**config.mk**
```make
export PLATFORM = sky130hd
export DESIGN_NAME = sdram_rd_sched
export DESIGN_NICKNAME = d
export VERILOG_FILES = /design/src/rtl/sdram_rd_sched.sv
export SDC_FILE = /design/constraint.sdc
export NUM_CORES = 1
export LEC_CHECK = 0
export ABC_CLOCK_PERIOD_IN_PS = 2900
export BUFFER_PORTS_ARGS = -buffer_cell sky130_fd_sc_hd__buf_4
export CAP_MARGIN = 5
export CELL_PAD_IN_SITES_DETAIL_PLACEMENT = 0
export CELL_PAD_IN_SITES_GLOBAL_PLACEMENT = 1
export CORE_UTILIZATION = 40
export CTS_BUF_LIST = sky130_fd_sc_hd__clkbuf_16
export DETAILED_ROUTE_END_ITERATION = 10
export GPL_TIMING_DRIVEN = 0
export PLACE_DENSITY_LB_ADDON = 0.1
export SYNTH_ARGS = -nofsm -noshare
export SYNTH_HDL_FRONTEND = slang
export SYNTH_SLANG_ARGS = --single-unit
```
**constraint.sdc**
```tcl
create_clock -name clk -period 2.9 [get_ports clk]
set_input_delay 0.145 -clock clk [delete_from_list [all_inputs] [get_ports clk]]
set_output_delay 0.145 -clock clk [all_outputs]
set_load 0.03 [all_outputs]
```
**src/rtl/sdram_rd_sched.sv**
```systemverilog
module sdram_rd_sched #(
  parameter int ROW_W  = 12,
  parameter int COL_W  = 9,
  parameter int DATA_W = 16,
  parameter int T_RP   = 2,
  parameter int T_RCD  = 2,
  parameter int T_CL   = 2,
  parameter int T_RRD  = 2,
  parameter int T_RC   = 7,
  parameter int T_RAS  = 5
) (
  input  logic                     clk,
  input  logic                     rst_n,
  input  logic                     req_valid,
  output logic                     req_ready,
  input  logic [ROW_W+COL_W+1:0]   req_addr,
  output logic                     cmd_act,
  output logic                     cmd_pre,
  output logic                     cmd_pre_all,
  output logic                     cmd_rd,
  output logic [1:0]               cmd_bank,
  output logic [ROW_W-1:0]         cmd_row,
  output logic [COL_W-1:0]         cmd_col,
  input  logic [DATA_W-1:0]        dram_dq,
  output logic                     resp_valid,
  output logic [DATA_W-1:0]        resp_data
);
  localparam int TMAX = T_RP + T_RCD + T_RRD + T_RC + T_RAS;
  localparam int CW   = $clog2(TMAX + 1);
  localparam logic [CW-1:0] K_RP  = CW'(T_RP);
  localparam logic [CW-1:0] K_RCD = CW'(T_RCD);
  localparam logic [CW-1:0] K_RRD = CW'(T_RRD);
  localparam logic [CW-1:0] K_RC  = CW'(T_RC);
  localparam logic [CW-1:0] K_RAS = CW'(T_RAS);

  logic                init_done;
  logic [3:0]          idle;
  logic [ROW_W-1:0]    open_row [4];
  logic [CW-1:0]       since_act [4];
  logic [CW-1:0]       since_pre [4];
  logic [CW-1:0]       since_any;
  logic [T_CL-1:0]     rd_pipe;

  wire [1:0]       bk  = req_addr[ROW_W+COL_W+1 -: 2];
  wire [ROW_W-1:0] row = req_addr[COL_W +: ROW_W];
  wire [COL_W-1:0] col = req_addr[COL_W-1:0];

  wire hit    = !idle[bk] && open_row[bk] == row;
  wire go_rd  = init_done && req_valid && hit && since_act[bk] >= K_RCD;
  wire go_pre = init_done && req_valid && !idle[bk] && !hit
                && since_act[bk] >= K_RAS;
  wire go_act = init_done && req_valid && idle[bk] && since_pre[bk] >= K_RP
                && since_act[bk] >= K_RC && since_any >= K_RRD;

  assign req_ready  = go_rd;
  assign resp_valid = rd_pipe[T_CL-1];
  assign resp_data  = dram_dq;

  always_ff @(posedge clk) begin
    if (!rst_n) begin
      init_done   <= 1'b0;
      idle        <= '0;
      since_any   <= '1;
      cmd_act     <= 1'b0;
      cmd_pre     <= 1'b0;
      cmd_pre_all <= 1'b0;
      cmd_rd      <= 1'b0;
      cmd_bank    <= '0;
      cmd_row     <= '0;
      cmd_col     <= '0;
      rd_pipe     <= '0;
      for (int i = 0; i < 4; i++) begin
        open_row[i]  <= '0;
        since_act[i] <= '1;
        since_pre[i] <= '1;
      end
    end else begin
      cmd_act     <= 1'b0;
      cmd_pre     <= 1'b0;
      cmd_pre_all <= 1'b0;
      cmd_rd      <= 1'b0;
      rd_pipe[0]  <= cmd_rd;
      for (int i = 1; i < T_CL; i++) rd_pipe[i] <= rd_pipe[i-1];
      if (since_any != '1) since_any <= since_any + 1'b1;
      for (int i = 0; i < 4; i++) begin
        if (since_act[i] != '1) since_act[i] <= since_act[i] + 1'b1;
        if (since_pre[i] != '1) since_pre[i] <= since_pre[i] + 1'b1;
      end
      if (!init_done) begin
        init_done   <= 1'b1;
        cmd_pre     <= 1'b1;
        cmd_pre_all <= 1'b1;
        idle        <= '1;
        for (int i = 0; i < 4; i++) since_pre[i] <= CW'(1);
      end else if (go_rd) begin
        cmd_rd   <= 1'b1;
        cmd_bank <= bk;
        cmd_col  <= col;
      end else if (go_pre) begin
        cmd_pre       <= 1'b1;
        cmd_bank      <= bk;
        idle[bk]      <= 1'b1;
        since_pre[bk] <= CW'(1);
      end else if (go_act) begin
        cmd_act       <= 1'b1;
        cmd_bank      <= bk;
        cmd_row       <= row;
        idle[bk]      <= 1'b0;
        open_row[bk]  <= row;
        since_act[bk] <= CW'(1);
        since_any     <= CW'(1);
      end
    end
  end
endmodule

```
==> flow_summary.ini, run 1 <==
[finish]
antenna_cells = 0
n_fill_cell = 1288
utilization = 0.5288
synthToLayoutAreaGrowth_pct = 27.14
finalNonFillerCells = 825
nets = 692
drive_above_1_share = 0.2295

[placed_design]
gp_congestion = 0.7686
port_buffers = 68
dp_hpwl_mm = 9.702
dp_cells = 776

[global_route]
grt_pass1_vias = 4073
grt_antenna_before_repair = 0
grt_usage = 0.1949
grt_max_degree = 17
grt.overflow.total = 0
grt_pass1_wl_mm = 21.70

[synth]
syn_area_per_cell_um2 = 11.13
synth_nets = 587
synthFlopType = dfxtp_1
seq_area_frac_synth = 0.5156
synth.most_common_cell = nor2_1
synthDistinctLibCells = 42
synth-async-reset-ratio = 0
synthCells = 527
synth-edff-count = 48
ys_ff_latch = 127
synth.top_cells.by_area = dfxtp_1, edfxtp_1, mux2i_1, nor2_1, ha_1
synth_largest_area_cell = dfxtp_1
synth_common_cells = nor2_1, dfxtp_1, mux2i_1
yosysWarnings = 0
yosys.area.top_type_share = 0.2697
syn-cell-area_um2 = 5863

[pwr]
ir_worst_vdd_mv = 0.3666
cellPowerDensity_nw_per_um2 = 766.4
p_leak_nw = 3.048
p_total_w = 0.005713

[clocking]
clockBufferDepth = 2
cts_tree = built
cts-root-buf = clkbuf_16
path_clk_slew_ns = 0.06
cts_made_buffers = 17
clkLatencyLatePin_ns = 0.42
cts_sinks = 127
htreeDepth = 4

[sta]
tightest_slew_ns = 0.7050
fmax_mhz = 350.2
fin_worst_skew_ns = 0.01005
fin_crit_ns = 2.855
fin_crit_sh = 0.9846
rsz0062_at_grt = yes
maxSlewHeadroom = 0.5260
drv_slew = 0
setup_viol = 0
hold_viol_final = 0
fin_tns_setup_ns = 0

[worst_hold_path]
min_path_type = input pin to flip-flop
holdCritStartpoint = req_addr[13]

[floorplan]
core_area_um2 = 14100
start_util = 0.4159
die_area_um2 = 15150
rows = 43
ios = 87
die_h_um = 123.1
dieWidth_um = 123.1

[setup_path]
reg2reg_from = open_row[2][7]$_SDFFCE_PN0P_
worst-setup-path-type = flip-flop to output pin
start_kind = flip-flop
cp_max_fo = 2
endpoint_kind = output pin
crit_arrival_ns = 2.71
worstPathRequired_ns = 2.76
cp-startpoint = open_row[2][7]$_SDFFCE_PN0P_

[routing]
vias = 4250
ant_nets = 0
drt-initial-drc-count = 199
wire_per_inst_um = 17.13
viasPerCell = 5.152
route.detailed.drc = 0
wl_mm = 14.14
first_pass_iters = 5

[job]
maxCapViolCount = 0

[outcome]
status = complete, no violations
[registers in the layout (all words and copies together), names as in the netlist]
register     cells
cmd_pre          1
since_pre       20
cmd_rd           1
since_act       20
since_any        5
open_row        48
init_done        1
cmd_col          9
cmd_row         12
cmd_pre_all      1
idle             4
rd_pipe          2
cmd_act          1
cmd_bank         2
[report_power, final]
part	switching [W]	total [W]	internal, W
Clock	0.000849	0.00221	0.00136
Combinational	0.000619	0.00125	0.000628
Sequential	0.000189	0.00225	0.00207
[final timing paths]
| path | slack (ns) | cells after the start | to |
|---|---|---|---|
| max | 0.04 | 7 | req_ready |
| min | 0.02 | 3 | cmd_row[4]$_SDFFE_PN0P_ |
| max reg2reg | 0.13 | 9 | cmd_col[3]$_SDFFE_PN0P_ |
| min reg2reg | 0.43 | 1 | rd_pipe[1]$_SDFF_PN0_ |
[metal layers]
layer / up-vias / global-route usage / part of all wire
met5: - / 0 / 0
met4: 0 / 0.05045 / 0.0071
met3: 10 / 0.04935 / 0.060
met2: 127 / 0.3234 / 0.47
met1: 2044 / 0.2530 / 0.47
li1: 2069 / - / -
[layout by cell type (no fill, tap or decap), types with 6 or more instances in the layout]
| cell type | synthesis | routed |
|---|---|---|
| dlygate4sd3_1 | 0 | 17 |
| edfxtp_1 | 48 | 48 |
| buf_2 | 7 | 7 |
| nand4b_1 | 8 | 8 |
| nand2_1 | 31 | 28 |
| dfxtp_1 | 79 | 79 |
| o21ai_0 | 38 | 37 |
| ha_1 | 18 | 18 |
| xor2_1 | 22 | 21 |
| buf_4 | 16 | 85 |
| mux4_1 | 7 | 6 |
| and3_1 | 10 | 10 |
| clkbuf_1 | 17 | 12 |
| xnor2_1 | 19 | 19 |
| nand3_1 | 7 | 7 |
| nor2_1 | 80 | 80 |
| mux4_2 | 6 | 7 |
| nor2b_1 | 9 | 9 |
| clkbuf_16 | 0 | 17 |
| mux2i_1 | 49 | 49 |
[cell families after synthesis]
kind of cell,synth area share
simple gates,0.1413
flops,0.5156
mux,0.1381
compound gates,0.06039
buf+inv,0.04503
xor+xnor,0.06125
fa+ha+maj,0.03841
[critical path, cell delays in order (launching register included)]
cell and delay [ns]:
edfxtp_1 0.38, mux4_2 0.50, xor2_2 0.18, a2111oi_4 0.32, nand4_2 0.22, nor4_4 0.41, buf_6 0.16, buf_6 0.12
[cell type report]
type	count	area, µm²	share of cell area
clock buffers	17	425.4	0.05707
well taps	180	225.2	0.03021
repair buffers	88	710.7	0.09533
inverters	3	11.26	0.001511
clock inverters	15	186.4	0.02501
flip-flops and latches	127	3023	0.4055
plain buffers	43	256.5	0.03441
multi-input cells	352	2616	0.3510
[repair_timing]
action	in CTS	in global routing
hold buffers	17	0
endpoints found under the setup margin	46	42
buffers inserted	2	0
gates resized for setup	7	10
pin swaps	1	3
endpoints found under the hold margin	17	0
[per-stage QoR]
stage / hold WS (ns) / area, µm² / setup WS (ns)
2_1_floorplan: 0.1727 / 5863 / 0.2287
3_3_place_gp: 0.2609 / 6599 / -1.221
3_5_place_dp: 0.2653 / 6614 / -0.7527
4_1_cts: 0.01037 / 7421 / 0.05756
5_1_grt: 0.03539 / 7455 / -0.05498
6_report: 0.01829 / 7455 / 0.04465
Note: power is estimated with default switching activity, not from simulation.
==> inputs of run 2 (changes only) <==
CORE_ASPECT_RATIO = 0.75   (was not set)
==> flow_summary.ini, run 2 (same netlist as run 1, synthesis figures left out) <==
[sta]
fin_crit_ns = 2.823
tightest_slew_ns = 0.7230
holdWs_ns = 0.01483
fmax_mhz = 354.2
maxSlewHeadroom = 0.5180
hold_viol_final = 0
fin_crit_sh = 0.9735
rsz0062_at_grt = yes
drv_slew = 0
fin_tns_setup_ns = 0
fin_worst_skew_ns = 0.009406
setup_viol = 0

[floorplan]
ios = 87
core_area_um2 = 14030
die_area_um2 = 15150
dieWidth_um = 141.8
die_h_um = 106.9
start_util = 0.4180
rows = 37

[job]
maxCapViolCount = 0

[global_route]
grt_antenna_before_repair = 0
grt.overflow.total = 0
grt_pass1_vias = 4116
grt_pass1_wl_mm = 22.77
grt_usage = 0.2039
grt_max_degree = 17

[routing]
wire_per_inst_um = 17.37
viasPerCell = 5.172
first_pass_iters = 9
route.detailed.drc = 0
wl_mm = 14.54
vias = 4329
drt-initial-drc-count = 203
ant_nets = 0

[setup_path]
cp_max_fo = 2
crit_top_cell = buf_6
crit_chain = mux4_2, xor2_1, a2111oi_4, nand4_2, nor4_4, buf_6, buf_6
cpPeakStageDelay_ns = 0.48
start_kind = flip-flop
crit_arrival_ns = 2.68
worstPathRequired_ns = 2.76
worst-setup-path-type = flip-flop to output pin
endpoint_kind = output pin
slowest_stage = mux4_2

[pwr]
netSwitchingFraction = 0.2887
p_comb_frac = 0.231
p_leak_nw = 3.018
cell_internal_pwr_w = 0.003831
pwr-share-clk = 0.351
p_sw_w = 0.001555
cellPowerDensity_nw_per_um2 = 734.0
seq_power_share = 0.419
ir_worst_vdd_mv = 0.5428

[clocking]
cts-root-buf = clkbuf_16
path_clk_slew_ns = 0.06
clockBufferDepth = 2
cts_sinks = 127
cts_tree = built
htreeDepth = 4
clkLatencyLatePin_ns = 0.42
cts_made_buffers = 17

[placed_design]
gp_congestion = 0.7478
dp_hpwl_mm = 10.04
port_buffers = 68

[finish]
final_common_cell = buf_4
reg.largest.list = open_row x48, since_act x20, since_pre x20
nets = 689
regMostFlops = open_row
synthToLayoutAreaGrowth_pct = 25.14
drive_above_1_share = 0.2165
antenna_cells = 0
final_cell_mix = buf_4, nor2_1, dfxtp_1
largest_reg_flops = 48

[outcome]
status = complete, no violations

[worst_hold_path]
min_path_type = input pin to flip-flop
run 2: cell types whose count changed in the layout (fill, tap and decap cells not counted), sizes merged:
cell,previous run,this run
dlygate4sd3,17,15
inv,7,6
clkbuf,32,31
clkinv,5,11
clkinvlp,3,0
bufinv,3,1
run 2: power by group through the flow:
| stage | Combinational (W) | Clock, W | Sequential, W |
|---|---|---|---|
| 6_report | 0.00124 | 0.00189 | 0.00225 |
| 3_3_place_gp | 0.00118 | 0 | 0.00228 |
| 4_1_cts | 0.00125 | 0.00192 | 0.00225 |
| 3_5_place_dp | 0.00122 | 0 | 0.00229 |
| 2_1_floorplan | 0.000944 | 0 | 0.00226 |
| 5_1_grt | 0.00139 | 0.00200 | 0.00228 |
run 2: layout make-up:
| class | count | area, µm² |
|---|---|---|
| Clock buffer | 17 | 425.4 |
| Timing Repair Buffer | 86 | 690.7 |
| Clock inverter | 15 | 88.84 |
| Multi-Input combinational cell | 352 | 2601 |
| Fill cell | 1275 | 6690 |
| Sequential cell | 127 | 3023 |
| Tap cell | 195 | 244.0 |
| Buffer | 42 | 252.7 |
| Inverter | 3 | 11.26 |
run 2: worst max-delay path: cells and delay by family (launching register included):
kind	cells	cell delay (ns)
AOI/OAI and AO/OA	1	0.36
xor gates and xnor gates	1	0.19
buffers and inverters	2	0.27
DFF	1	0.35
muxes	1	0.48
and+or+nand+nor	2	0.62
run 2: routing by layer:
| layer | part of all wire | vias up | GRT usage |
|---|---|---|---|
| met2 | 0.44 | 127 | 0.3068 |
| li1 | - | 2060 | - |
| met4 | 0.0076 | 0 | 0.06221 |
| met3 | 0.054 | 7 | 0.04779 |
| met5 | 0 | - | 0 |
| met1 | 0.50 | 2135 | 0.2900 |
run 2: per-stage QoR:
| stage | cells | instance area, µm² | power (W) | util | worst slack [ns] |
|---|---|---|---|---|---|
| global placement | 790 | 6618 | 0.003464 | 0.4718 | -1.204 |
| finish | 837 | 7337 | 0.005385 | 0.5231 | 0.07678 |
| global route | 837 | 7337 | 0.005671 | 0.5231 | -0.07401 |
| detailed placement | 791 | 6633 | 0.003510 | 0.4728 | -0.7661 |
| floorplan | 527 | 5863 | 0.003200 | - | 0.2287 |
| CTS | 839 | 7321 | 0.005427 | 0.5219 | 0.01623 |
run 2: what timing repair did:
| item | in CTS | in global routing |
|---|---|---|
| setup endpoints to repair | 46 | 46 |
| pin swaps | 3 | 3 |
| endpoints found under the hold margin | 15 | 0 |
| resized for setup | 8 | 8 |
| setup buffers | 2 | 0 |
| hold buffers | 15 | 0 |
run 2: worst paths after layout:
path / start / end / slack, ns / depth (start not counted)
worst max register to register: open_row[3][9]$_DFFE_PP_ / cmd_col[7]$_SDFFE_PN0P_ / 0.15 / 9
worst min-delay path: req_addr[12] / cmd_row[3]$_SDFFE_PN0P_ / 0.01 / 3
worst max-delay path: open_row[3][9]$_DFFE_PP_ / req_ready / 0.08 / 7
worst min register to register: rd_pipe[0]$_SDFF_PN0_ / rd_pipe[1]$_SDFF_PN0_ / 0.43 / 1
==> inputs of run 3 (changes only) <==
RECOVER_POWER = 100   (was not set)
==> flow_summary.ini, run 3 (same netlist as run 1, synthesis figures left out) <==
[finish]
final_common_cell = nor2_1
n_fill_cell = 1315
multi_input_area_um2 = 2597
seqCellArea_um2 = 3023
final_cell_mix = nor2_1, dfxtp_1, clkbuf_1
synthToLayoutAreaGrowth_pct = 22.26
reg.largest.list = open_row x48, since_act x20, since_pre x20
stdcell_area_um2 = 7168
drive_above_1_share = 0.1464
largest_reg_flops = 48
antenna_cells = 0
regMostFlops = open_row
nets = 689

[sta]
fin_crit_ns = 2.830
holdWs_ns = 0.01364
tightest_slew_ns = 0.9075
maxSlewHeadroom = 0.3909
fin_crit_sh = 0.9759
rsz0062_at_grt = yes
fmax_mhz = 353.3
fin_tns_setup_ns = 0
drv_slew = 0
hold_viol_final = 0
fin_worst_skew_ns = 0.007147
final.setup.worst_slack_ns = 0.06993
setup_viol = 0

[outcome]
status = complete, no violations

[global_route]
grt.overflow.total = 0
grt_max_degree = 17
grt_pass1_vias = 4116
grt_usage = 0.2039
grt_pass1_wl_mm = 22.77
grt_antenna_before_repair = 0

[floorplan]
die_h_um = 106.9
ios = 87
core_area_um2 = 14030
dieWidth_um = 141.8
die_area_um2 = 15150
rows = 37
start_util = 0.4180

[clocking]
path_clk_slew_ns = 0.06
htreeDepth = 4
cts_tree = built
clkLatencyLatePin_ns = 0.42
cts_sinks = 127
clockBufferDepth = 2
cts_made_buffers = 17
cts-root-buf = clkbuf_16

[pwr]
p_leak_nw = 2.839
cellPowerDensity_nw_per_um2 = 748.5
ir_worst_vdd_mv = 0.5447

[routing]
wl_mm = 14.56
wire_per_inst_um = 17.40
viasPerCell = 5.118
route.detailed.drc = 0
ant_nets = 0
drt-initial-drc-count = 203
vias = 4284
first_pass_iters = 4

[job]
maxCapViolCount = 0

[setup_path]
crit_arrival_ns = 2.69
worst-setup-path-type = flip-flop to output pin
cp_max_fo = 2
start_kind = flip-flop
worstPathRequired_ns = 2.76
reg2reg_depth = 6
endpoint_kind = output pin

[placed_design]
dp_hpwl_mm = 10.04
post-place-ws_ns = -0.7661
gp_congestion = 0.7478
port_buffers = 68
placed_area_um2 = 6633

[worst_hold_path]
min_path_type = input pin to flip-flop
min_path_cells = 3
## run 3: cell count changes in the layout (fill, tap and decap cells not counted)
cell      delta
clkbuf_1    +44
clkbuf_4     +1
buf_4       -45
o21ai_1      +1
and2_0       +1
o21ai_2      -1
and2_1       -1
## run 3: metal layers
metal / global-route usage / up-vias / routed length, µm
li1: - / 2064 / -
met1: 0.2900 / 2089 / 7247
met2: 0.3068 / 124 / 6333
met3: 0.04779 / 7 / 858
met4: 0.06221 / 0 / 124
met5: 0 / - / 0
## run 3: worst paths after layout
kind,to,slack (ns),startpoint
hold / removal,cmd_row[6]$_SDFFE_PN0P_,0.01,req_addr[15]
hold reg to reg,rd_pipe[1]$_SDFF_PN0_,0.44,rd_pipe[0]$_SDFF_PN0_
setup / recovery,req_ready,0.07,open_row[3][9]$_DFFE_PP_
setup reg to reg,open_row[3][11]$_DFFE_PP_,0.11,since_pre[0][2]$_SDFFE_PP0P_
## run 3: final cells by class
class	count	area share
Timing Repair Buffer	86	0.07331
Tap cell	195	0.03404
Multi-Input combinational cell	352	0.3624
Clock inverter	15	0.01239
Inverter	3	0.001571
Clock buffer	17	0.05935
Buffer	42	0.03526
Sequential cell	127	0.4217
## run 3: power by group
part	switching, W	internal (W)
combinational	0.000618	0.000606
sequential	0.000186	0.00207
clock	0.000750	0.00114
## run 3: what timing repair did
| action | 4_1_cts | 5_1_grt |
|---|---|---|
| resized for setup | 8 | 8 |
| setup endpoints to repair | 46 | 46 |
| buffers inserted | 2 | 0 |
| hold buffers | 15 | 0 |
| gates cloned | 0 | 0 |
| pin swaps | 3 | 3 |
| endpoints found under the hold margin | 15 | 0 |
## run 3: metrics by stage
| step | util | cells | total power [W] |
|---|---|---|---|
| floorplan | - | 527 | 0.003200 |
| global placement | 0.4718 | 790 | 0.003464 |
| detailed placement | 0.4728 | 791 | 0.003510 |
| CTS | 0.5219 | 839 | 0.005427 |
| global route | 0.5110 | 837 | 0.005650 |
| finish | 0.5110 | 837 | 0.005365 |
## run 3: worst max-delay path, cell delays in order (launching register included)
cell	delay (ns)
edfxtp_1	0.35
mux4_2	0.48
xor2_1	0.19
a2111oi_4	0.35
nand4_2	0.22
nor4_4	0.41
buf_6	0.15
buf_6	0.12
